## src/rtl/scan_port_pkg.sv

```systemverilog
package scan_port_pkg;

   typedef enum logic [3:0] {
      ST_RESET   = 4'd0,
      ST_IDLE    = 4'd1,
      ST_SEL_DR  = 4'd2,
      ST_CAP_DR  = 4'd3,
      ST_SH_DR   = 4'd4,
      ST_EX1_DR  = 4'd5,
      ST_PAU_DR  = 4'd6,
      ST_EX2_DR  = 4'd7,
      ST_UPD_DR  = 4'd8,
      ST_SEL_IR  = 4'd9,
      ST_CAP_IR  = 4'd10,
      ST_SH_IR   = 4'd11,
      ST_EX1_IR  = 4'd12,
      ST_PAU_IR  = 4'd13,
      ST_EX2_IR  = 4'd14,
      ST_UPD_IR  = 4'd15
   } port_state_e;

   typedef enum logic [1:0] {
      PATH_BYP   = 2'd0,
      PATH_ID    = 2'd1,
      PATH_CHAIN = 2'd2
   } dr_path_e;

   // Successor state for one rising test-clock edge.
   function automatic port_state_e step_state(input port_state_e cur, input logic mode);
      port_state_e nxt;
      unique case (cur)
         ST_RESET:  nxt = mode ? ST_RESET  : ST_IDLE;
         ST_IDLE:   nxt = mode ? ST_SEL_DR : ST_IDLE;
         ST_SEL_DR: nxt = mode ? ST_SEL_IR : ST_CAP_DR;
         ST_CAP_DR: nxt = mode ? ST_EX1_DR : ST_SH_DR;
         ST_SH_DR:  nxt = mode ? ST_EX1_DR : ST_SH_DR;
         ST_EX1_DR: nxt = mode ? ST_UPD_DR : ST_PAU_DR;
         ST_PAU_DR: nxt = mode ? ST_EX2_DR : ST_PAU_DR;
         ST_EX2_DR: nxt = mode ? ST_UPD_DR : ST_SH_DR;
         ST_UPD_DR: nxt = mode ? ST_SEL_DR : ST_IDLE;
         ST_SEL_IR: nxt = mode ? ST_RESET  : ST_CAP_IR;
         ST_CAP_IR: nxt = mode ? ST_EX1_IR : ST_SH_IR;
         ST_SH_IR:  nxt = mode ? ST_EX1_IR : ST_SH_IR;
         ST_EX1_IR: nxt = mode ? ST_UPD_IR : ST_PAU_IR;
         ST_PAU_IR: nxt = mode ? ST_EX2_IR : ST_PAU_IR;
         ST_EX2_IR: nxt = mode ? ST_UPD_IR : ST_SH_IR;
         ST_UPD_IR: nxt = mode ? ST_SEL_DR : ST_IDLE;
         default:   nxt = ST_RESET;
      endcase
      return nxt;
   endfunction

endpackage

```

## src/rtl/scan_port_fsm.sv

```systemverilog
module scan_port_fsm
   import scan_port_pkg::*;
(
   input  logic tck,
   input  logic trst_n,
   input  logic tms,
   output logic st_reset,
   output logic st_cap_dr,
   output logic st_sh_dr,
   output logic st_upd_dr,
   output logic st_cap_ir,
   output logic st_sh_ir,
   output logic st_upd_ir
);

   port_state_e state_q;

   always_ff @(posedge tck or negedge trst_n) begin
      if (!trst_n) state_q <= ST_RESET;
      else         state_q <= step_state(state_q, tms);
   end

   always_comb begin
      st_reset  = (state_q == ST_RESET);
      st_cap_dr = (state_q == ST_CAP_DR);
      st_sh_dr  = (state_q == ST_SH_DR);
      st_upd_dr = (state_q == ST_UPD_DR);
      st_cap_ir = (state_q == ST_CAP_IR);
      st_sh_ir  = (state_q == ST_SH_IR);
      st_upd_ir = (state_q == ST_UPD_IR);
   end

endmodule

```

## src/rtl/scan_port_ir.sv

```systemverilog
module scan_port_ir #(
   parameter int          IR_W       = 4,
   parameter logic [IR_W-1:0] CAPTURE_PAT = 4'b0001,
   parameter logic [IR_W-1:0] RESET_OP    = 4'b0010
) (
   input  logic            tck,
   input  logic            trst_n,
   input  logic            tdi,
   input  logic            in_reset,
   input  logic            do_capture,
   input  logic            do_shift,
   input  logic            do_update,
   output logic [IR_W-1:0] code,
   output logic            serial_out
);

   logic [IR_W-1:0] stage_q;
   logic [IR_W-1:0] latch_q;

   // Shift stage: captures the fixed pattern, then moves toward bit 0.
   always_ff @(posedge tck or negedge trst_n) begin
      if (!trst_n)         stage_q <= CAPTURE_PAT;
      else if (do_capture) stage_q <= CAPTURE_PAT;
      else if (do_shift)   stage_q <= {tdi, stage_q[IR_W-1:1]};
   end

   // Parallel latch: moves on the falling edge so the new code is stable
   // for the whole next rising edge.
   always_ff @(negedge tck or negedge trst_n) begin
      if (!trst_n)        latch_q <= RESET_OP;
      else if (in_reset)  latch_q <= RESET_OP;
      else if (do_update) latch_q <= stage_q;
   end

   assign code       = latch_q;
   assign serial_out = stage_q[0];

endmodule

```

## src/rtl/scan_port_dr.sv

```systemverilog
module scan_port_dr #(
   parameter int              ID_W     = 32,
   parameter logic [ID_W-1:0] ID_VALUE = 32'h1A5E_3C4B,
   parameter bit              HAS_ID   = 1'b1
) (
   input  logic tck,
   input  logic trst_n,
   input  logic tdi,
   input  logic do_capture,
   input  logic do_shift,
   input  logic pick_id,
   input  logic pick_byp,
   output logic id_out,
   output logic byp_out
);

   logic byp_q;

   always_ff @(posedge tck or negedge trst_n) begin
      if (!trst_n)                     byp_q <= 1'b0;
      else if (do_capture && pick_byp) byp_q <= 1'b0;
      else if (do_shift && pick_byp)   byp_q <= tdi;
   end
   assign byp_out = byp_q;

   generate
      if (HAS_ID) begin : g_id
         logic [ID_W-1:0] id_q;
         always_ff @(posedge tck or negedge trst_n) begin
            if (!trst_n)                    id_q <= ID_VALUE;
            else if (do_capture && pick_id) id_q <= ID_VALUE;
            else if (do_shift && pick_id)   id_q <= {tdi, id_q[ID_W-1:1]};
         end
         assign id_out = id_q[0];
      end else begin : g_no_id
         assign id_out = 1'b0;
      end
   endgenerate

endmodule

```

## src/rtl/scan_port_ctrl.sv

```systemverilog
module scan_port_ctrl
   import scan_port_pkg::*;
#(
   parameter int                IR_W        = 4,
   parameter int                ID_W        = 32,
   parameter logic [ID_W-1:0]   ID_VALUE    = 32'h1A5E_3C4B,
   parameter bit                HAS_ID      = 1'b1,
   parameter logic [IR_W-1:0]   IR_CAPTURE  = 4'b0001,
   parameter logic [IR_W-1:0]   OP_EXTEST   = 4'b0000,
   parameter logic [IR_W-1:0]   OP_SAMPLE   = 4'b0001,
   parameter logic [IR_W-1:0]   OP_IDCODE   = 4'b0010,
   parameter logic [IR_W-1:0]   OP_BYPASS   = 4'b1111
) (
   input  logic            tck,
   input  logic            trst_n,
   input  logic            tms,
   input  logic            tdi,
   input  logic            chain_so,
   output logic            tdo,
   output logic            tdo_en,
   output logic            tlr,
   output logic            cap_dr,
   output logic            sh_dr,
   output logic            upd_dr,
   output logic            cap_ir,
   output logic            sh_ir,
   output logic            upd_ir,
   output logic [IR_W-1:0] ir_code,
   output logic            is_extest,
   output logic            is_sample
);

   localparam logic [IR_W-1:0] ALL_ONES = {IR_W{1'b1}};

   // Elaboration-time parameter checks.
   generate
      if (IR_W < 2) begin : g_bad_irw
         $error("scan_port_ctrl: IR_W must be at least 2");
      end
      if (ID_W < 2) begin : g_bad_idw
         $error("scan_port_ctrl: ID_W must be at least 2");
      end
      if (IR_CAPTURE[1:0] != 2'b01) begin : g_bad_cap
         $error("scan_port_ctrl: IR_CAPTURE must end in 01");
      end
      if (HAS_ID && (ID_VALUE[0] != 1'b1)) begin : g_bad_id
         $error("scan_port_ctrl: identification value must have bit 0 set");
      end
      if (OP_BYPASS != ALL_ONES) begin : g_bad_byp
         $error("scan_port_ctrl: bypass opcode must be all ones");
      end
      if ((OP_IDCODE == OP_BYPASS) || (OP_IDCODE == OP_SAMPLE) ||
          (OP_IDCODE == OP_EXTEST) || (OP_SAMPLE == OP_EXTEST) ||
          (OP_SAMPLE == OP_BYPASS) || (OP_EXTEST == OP_BYPASS)) begin : g_bad_ops
         $error("scan_port_ctrl: opcodes must be distinct");
      end
   endgenerate

   scan_port_fsm u_fsm (
      .tck       (tck),
      .trst_n    (trst_n),
      .tms       (tms),
      .st_reset  (tlr),
      .st_cap_dr (cap_dr),
      .st_sh_dr  (sh_dr),
      .st_upd_dr (upd_dr),
      .st_cap_ir (cap_ir),
      .st_sh_ir  (sh_ir),
      .st_upd_ir (upd_ir)
   );

   logic ir_so;

   scan_port_ir #(
      .IR_W        (IR_W),
      .CAPTURE_PAT (IR_CAPTURE),
      .RESET_OP    (OP_IDCODE)
   ) u_ir (
      .tck        (tck),
      .trst_n     (trst_n),
      .tdi        (tdi),
      .in_reset   (tlr),
      .do_capture (cap_ir),
      .do_shift   (sh_ir),
      .do_update  (upd_ir),
      .code       (ir_code),
      .serial_out (ir_so)
   );

   // Instruction decode: unassigned codes fall through to bypass.
   dr_path_e path;
   always_comb begin
      path = PATH_BYP;
      if (HAS_ID && (ir_code == OP_IDCODE))                  path = PATH_ID;
      else if ((ir_code == OP_SAMPLE) || (ir_code == OP_EXTEST)) path = PATH_CHAIN;
   end

   assign is_extest = (ir_code == OP_EXTEST);
   assign is_sample = (ir_code == OP_SAMPLE);

   logic id_so;
   logic byp_so;

   scan_port_dr #(
      .ID_W     (ID_W),
      .ID_VALUE (ID_VALUE),
      .HAS_ID   (HAS_ID)
   ) u_dr (
      .tck        (tck),
      .trst_n     (trst_n),
      .tdi        (tdi),
      .do_capture (cap_dr),
      .do_shift   (sh_dr),
      .pick_id    (path == PATH_ID),
      .pick_byp   (path == PATH_BYP),
      .id_out     (id_so),
      .byp_out    (byp_so)
   );

   logic dr_so;
   always_comb begin
      unique case (path)
         PATH_ID:    dr_so = id_so;
         PATH_CHAIN: dr_so = chain_so;
         default:    dr_so = byp_so;
      endcase
   end

   // Output stage on the falling edge.
   logic tdo_q;
   logic en_q;
   always_ff @(negedge tck or negedge trst_n) begin
      if (!trst_n) begin
         tdo_q <= 1'b0;
         en_q  <= 1'b0;
      end else begin
         en_q <= sh_dr | sh_ir;
         if (sh_ir)      tdo_q <= ir_so;
         else if (sh_dr) tdo_q <= dr_so;
         else            tdo_q <= 1'b0;
      end
   end

   assign tdo    = tdo_q;
   assign tdo_en = en_q;

endmodule

```

## config.mk

```make
export PLATFORM = sky130hd
export DESIGN_NAME = scan_port_ctrl
export DESIGN_NICKNAME = d
export VERILOG_FILES = /design/src/rtl/scan_port_pkg.sv /design/src/rtl/scan_port_fsm.sv /design/src/rtl/scan_port_ir.sv /design/src/rtl/scan_port_dr.sv /design/src/rtl/scan_port_ctrl.sv
export SDC_FILE = /design/constraint.sdc
export NUM_CORES = 1
export LEC_CHECK = 0
export BUFFER_PORTS_ARGS = -buffer_cell sky130_fd_sc_hd__buf_2
export CAP_MARGIN = 20
export CORE_MARGIN = 2
export CORE_UTILIZATION = 55
export CTS_BUF_LIST = sky130_fd_sc_hd__clkbuf_8
export DETAILED_ROUTE_END_ITERATION = 8
export GPL_TIMING_DRIVEN = 0
export HOLD_SLACK_MARGIN = 0.03
export PLACE_DENSITY = 0.74
export SLEW_MARGIN = 30
export SYNTH_ARGS = -nofsm -noshare
export SYNTH_HDL_FRONTEND = slang
export SYNTH_SLANG_ARGS = --single-unit
```

## constraint.sdc

```tcl
create_clock -name tck -period 1.45 [get_ports tck]
set_input_delay 0.0725 -clock tck [delete_from_list [all_inputs] [get_ports tck]]
set_output_delay 0.0725 -clock tck [all_outputs]
set_load 0.02 [all_outputs]
```

# Word level (Yosys, flattened, before mapping)
# Index checks and enable logic that the tools add are counted.
[word_totals] out_inout_bits=15 wordCells=68 register_bits=47
[classes] n_reduce_logical=15 muxes=26 bitwise=1 eq_ne=19
[ops] op="two-way mux 32 bit" count=2
[ops] op="case mux 4 bit (12 select lines)" count=1
[ops] op="== test 4 bit, second input constant" count=8
[ops] op="two-way mux 4 bit" count=8
[ops] op="== test 4 x 3 -> 1 bit, second input constant" count=4
[ops] op="== test 4 x 2 -> 1 bit, second input constant" count=3
[ops] op="two-way mux 2 bit" count=5
[ops] op="== test 4 x 1 -> 1 bit, second input constant" count=2
[ops] op="zero test 4 bit" count=2
[ops] op="nonzero test 2 bit" count=4
[ops] op="two-way mux 1 bit" count=7
[ops] op="two-way mux 3 bit" count=2
[ops] op="logical AND 1 bit" count=4
[ops] op="OR reduction 2 bit" count=2
[ops] op="OR reduction 3 bit" count=1
[ops] op="== test 2 x 1 -> 1 bit, second input constant" count=1
[ops] op="== test 2 bit, second input constant" count=1
[ops] op="zero test 2 bit" count=1
[ops] op="case mux 1 bit (2 select lines)" count=1
[ops] op="logical OR 1 bit" count=1
[ops] op="bitwise OR 1 bit" count=1

# Depth between registers and ports, before layout
[logic_depth] word_depth=8 mapped_depth=6 depth_no_buf=3

# By module
# From an unflattened synthesis, not the netlist that was laid out.
[unflattened] hier_cells=254 area_unflattened_um2=2607.5
[by_module_without_submodules] mod="scan_port_dr" instances=1 area_each_um2=1785.5 seq_area_each_um2=845.8 cells_per_inst=166
[by_module_without_submodules] mod="scan_port_ir" instances=1 area_each_um2=346.6 seq_area_each_um2=202.7 cells_per_inst=27
[by_module_without_submodules] mod="scan_port_fsm" instances=1 area_each_um2=339.1 seq_area_each_um2=100.1 cells_per_inst=46
[by_module_without_submodules] mod="scan_port_ctrl" instances=1 area_each_um2=136.4 seq_area_each_um2=50.0 cells_per_inst=15

==> flow_summary.ini <==
[worst_hold_path]
hp-start = tms
worst_hold_path_type = primary input to flip-flop
hold_end = u_fsm.state_q[0]
min_path_cells = 2

[logic_synthesis]
syn_area_mm2 = 0.00235
ys_ff_latch = 47
synth_top_area_cell = dfrtp_1
synthesis.nets = 220
synth_top_area_share_pct = 25.5
syn_avg_cell_area_um2 = 10.9
synth_edf_count = 0
synthCells = 215
ys_seq_area_share_pct = 51.0
yosysWarnings = 0
synth.area.top_cells = dfrtp_1 26%, dfstp_2 20%, mux2_4 8.9%
yosysUniqueCellTypes = 42
async_flop_share_pct = 100
synth_ff_type = dfrtp_1

[global_routing]
grt_max_degree = 48
grt_pass1_vias = 1848
grt_overflow_total = 0
grt_use_total_pct = 23.5
antenna_found_initial = 0
grt_pass1_wl_um = 8880

[timing]
slew_viol_final = 0
finClkSkew_ns = 0.0938
rsz0062_at_grt = yes
whs_ns = 0.199
setup_viol = 54
tightest_slew_ns = 0.580
relSlewSlack_pct = 61.3
setup_ws_ns = -0.848
hold_viol = 0

[floorplan]
die_h_um = 69.4
floorplan.initialDensity_pct = 58.0
core_mm2 = 0.00406
dieWidth_um = 69.4
pin_count = 20
die-area_mm2 = 0.00482
row_count = 23

[critical_path]
setup.worst_path.start_class = flip-flop
cp_slowest_cell = dfstp_2
timing.rr.start = u_ir.code[1]
ff2ff_path_depth = 4
cpPeakStageDelay_ns = 0.56
worstPathArrival_ns = 2.23
crit_path_cell_trace = buf_4 -> inv_1 -> and3_4 -> buf_2
worstPathMaxFanout = 6
r2r_end = u_dr.g_id.id_q[5]
criticalPathCategory = flip-flop to output pin
crit_path_end_kind = output pin
ff2ff_setup_slack_ns = -0.81
required_ns = 1.38

[drt]
antenna_left = 0
first_iter_violations = 138
wire_per_inst_um = 18.7
drt_pre_antenna_iters = 4
drt-total-wl_um = 6180
via_per_inst = 5.65
drc = 0
via_count = 1864

[place]
dp_slack_ns = -0.794
gp_congestion = 0.793
dp_hpwl_um = 2790
portBuffers = 18

[power_and_ir_drop]
leakage_nw = 1.50
switching_share_pct = 36.6
power_density_mw_per_mm2 = 2450
power_switching_w = 0.00296
power.internal_w = 0.00511
sequentialPowerShare_pct = 27.4
vdd_drop_max_mv = 1.77
power_frac_comb_pct = 57.6
clock_power_share_pct = 15.0

[cells_and_area]
antenna_cells = 0
multi_input_area_mm2 = 0.00109
drive_above_1_share_pct = 46.4
final_common_cell = buf_4
final_cell_mix = 31 x buf_4, 28 x nor2_1, 26 x buf_6
area_growth_pct = 40.1
final_nets = 284
ff_latch_area_mm2 = 0.00120
fillCellCount = 222

[run_status]
failed_checks = setup timing
status = finished, violations left

[clock_tree]
cts_max_level = 2
root_buffer = clkbuf_8
cts.clk_slew.worst_paths_ns = 0.09
cts_tree = done
cts_buffers = 5
clock-sinks = 47
clock_latency_ns = 0.40
clk_path_buf_depth = 2

[run]
maxCapViolCount = 0
==> timing repair <==
action	CTS	global route
hold buffers	2	0
endpoints found under the setup margin	61	61
setup buffers	28	16
hold endpoints to repair	25	0
gates cloned	0	1
pin swaps	10	10
resized for setup	53	27
==> Yosys cell counts (all sizes together), types with 3 or more instances <==
| cell type | instances |
|---|---|
| dfstp | 18 |
| clkbuf | 5 |
| mux2i | 17 |
| nor2b | 12 |
| nand3 | 4 |
| dfrtp | 24 |
| mux2 | 17 |
| o21ai | 9 |
| nor2 | 30 |
| nand2 | 8 |
| dfrtn | 5 |
| inv | 20 |
| and3b | 3 |
| buf | 12 |
| a22o | 4 |
==> sequential cells by signal, indices dropped and copies added, names as in the netlist <==
name            flops
tdo                 1
tdo_en              1
u_dr.byp_out        1
u_dr.g_id.id_q     32
u_fsm.state_q       4
u_ir.code           4
u_ir.stage_q        4
==> metrics by stage <==
step	utilization, %	TNS, ns	total power, W	instance area, um^2	cells
floorplan	-	-26.88	0.00452	2440	215
global placement	63.8	-29.02	0.00507	2590	283
detailed placement	63.9	-28.73	0.00514	2590	283
CTS	77.2	-29.71	0.00733	3130	319
global route	81.2	-35.95	0.00843	3300	330
finish	81.2	-33.40	0.00807	3300	330
==> final cells by class <==
cell class | count | area share (%)
plain buffers | 15 | 5.43
clock buffers | 5 | 2.09
clock inverters | 4 | 2.28
inverters | 19 | 2.16
multi-input cells | 131 | 33.0
flip-flops and latches | 47 | 36.4
well taps | 50 | 1.90
repair buffers | 59 | 16.8
==> power by group through the flow <==
stage	Clock (W)	Combinational, W	Sequential (W)
2_1_floorplan	0.00000863	0.00227	0.00225
3_3_place_gp	0.00000863	0.00285	0.00222
3_5_place_dp	0.00000863	0.00291	0.00223
4_1_cts	0.00120	0.00394	0.00218
5_1_grt	0.00127	0.00492	0.00225
6_report	0.00121	0.00464	0.00221
==> layer usage <==
| layer | track usage [%] | vias up | share of wire, % | wire length, um |
|---|---|---|---|---|
| met4 | 8.93 | 0 | 3.0 | 183 |
| met2 | 38.8 | 66 | 50 | 3080 |
| met5 | 0 | - | 0 | 0 |
| li1 | - | 850 | - | - |
| met1 | 30.3 | 924 | 43 | 2640 |
| met3 | 5.23 | 24 | 4.4 | 274 |
==> cell families (layout without fill, tap and decap cells) <==
| kind of cell | Yosys count | count (layout) | synth area share [%] |
|---|---|---|---|
| mux | 34 | 34 | 17.6 |
| compound gates | 25 | 25 | 7.34 |
| xor+xnor | 1 | 1 | 0.372 |
| simple gates | 71 | 71 | 16.1 |
| flops | 47 | 47 | 51.0 |
| buf+inv | 37 | 102 | 7.66 |
==> worst max path at each step <==
stage | startpoint | slack, ns | end
6_report | u_ir.code[1] | -0.85 | is_sample
5_1_grt | u_ir.code[1] | -0.88 | is_sample
4_1_cts | u_ir.code[1] | -0.72 | u_dr.g_id.id_q[5]
3_5_place_dp | u_ir.code[3] | -0.79 | u_dr.g_id.id_q[5]
3_3_place_gp | u_ir.code[3] | -0.79 | u_dr.g_id.id_q[16]
2_1_floorplan | u_ir.code[1] | -0.77 | u_dr.g_id.id_q[14]
==> worst max-delay path, delay by kind of cell, from the launching register on <==
| kind | cells | cell delay [ns] |
|---|---|---|
| flops | 1 | 0.56 |
| buf+inv | 3 | 0.40 |
| simple gates | 1 | 0.15 |
(Power assumes the default switching activity.)
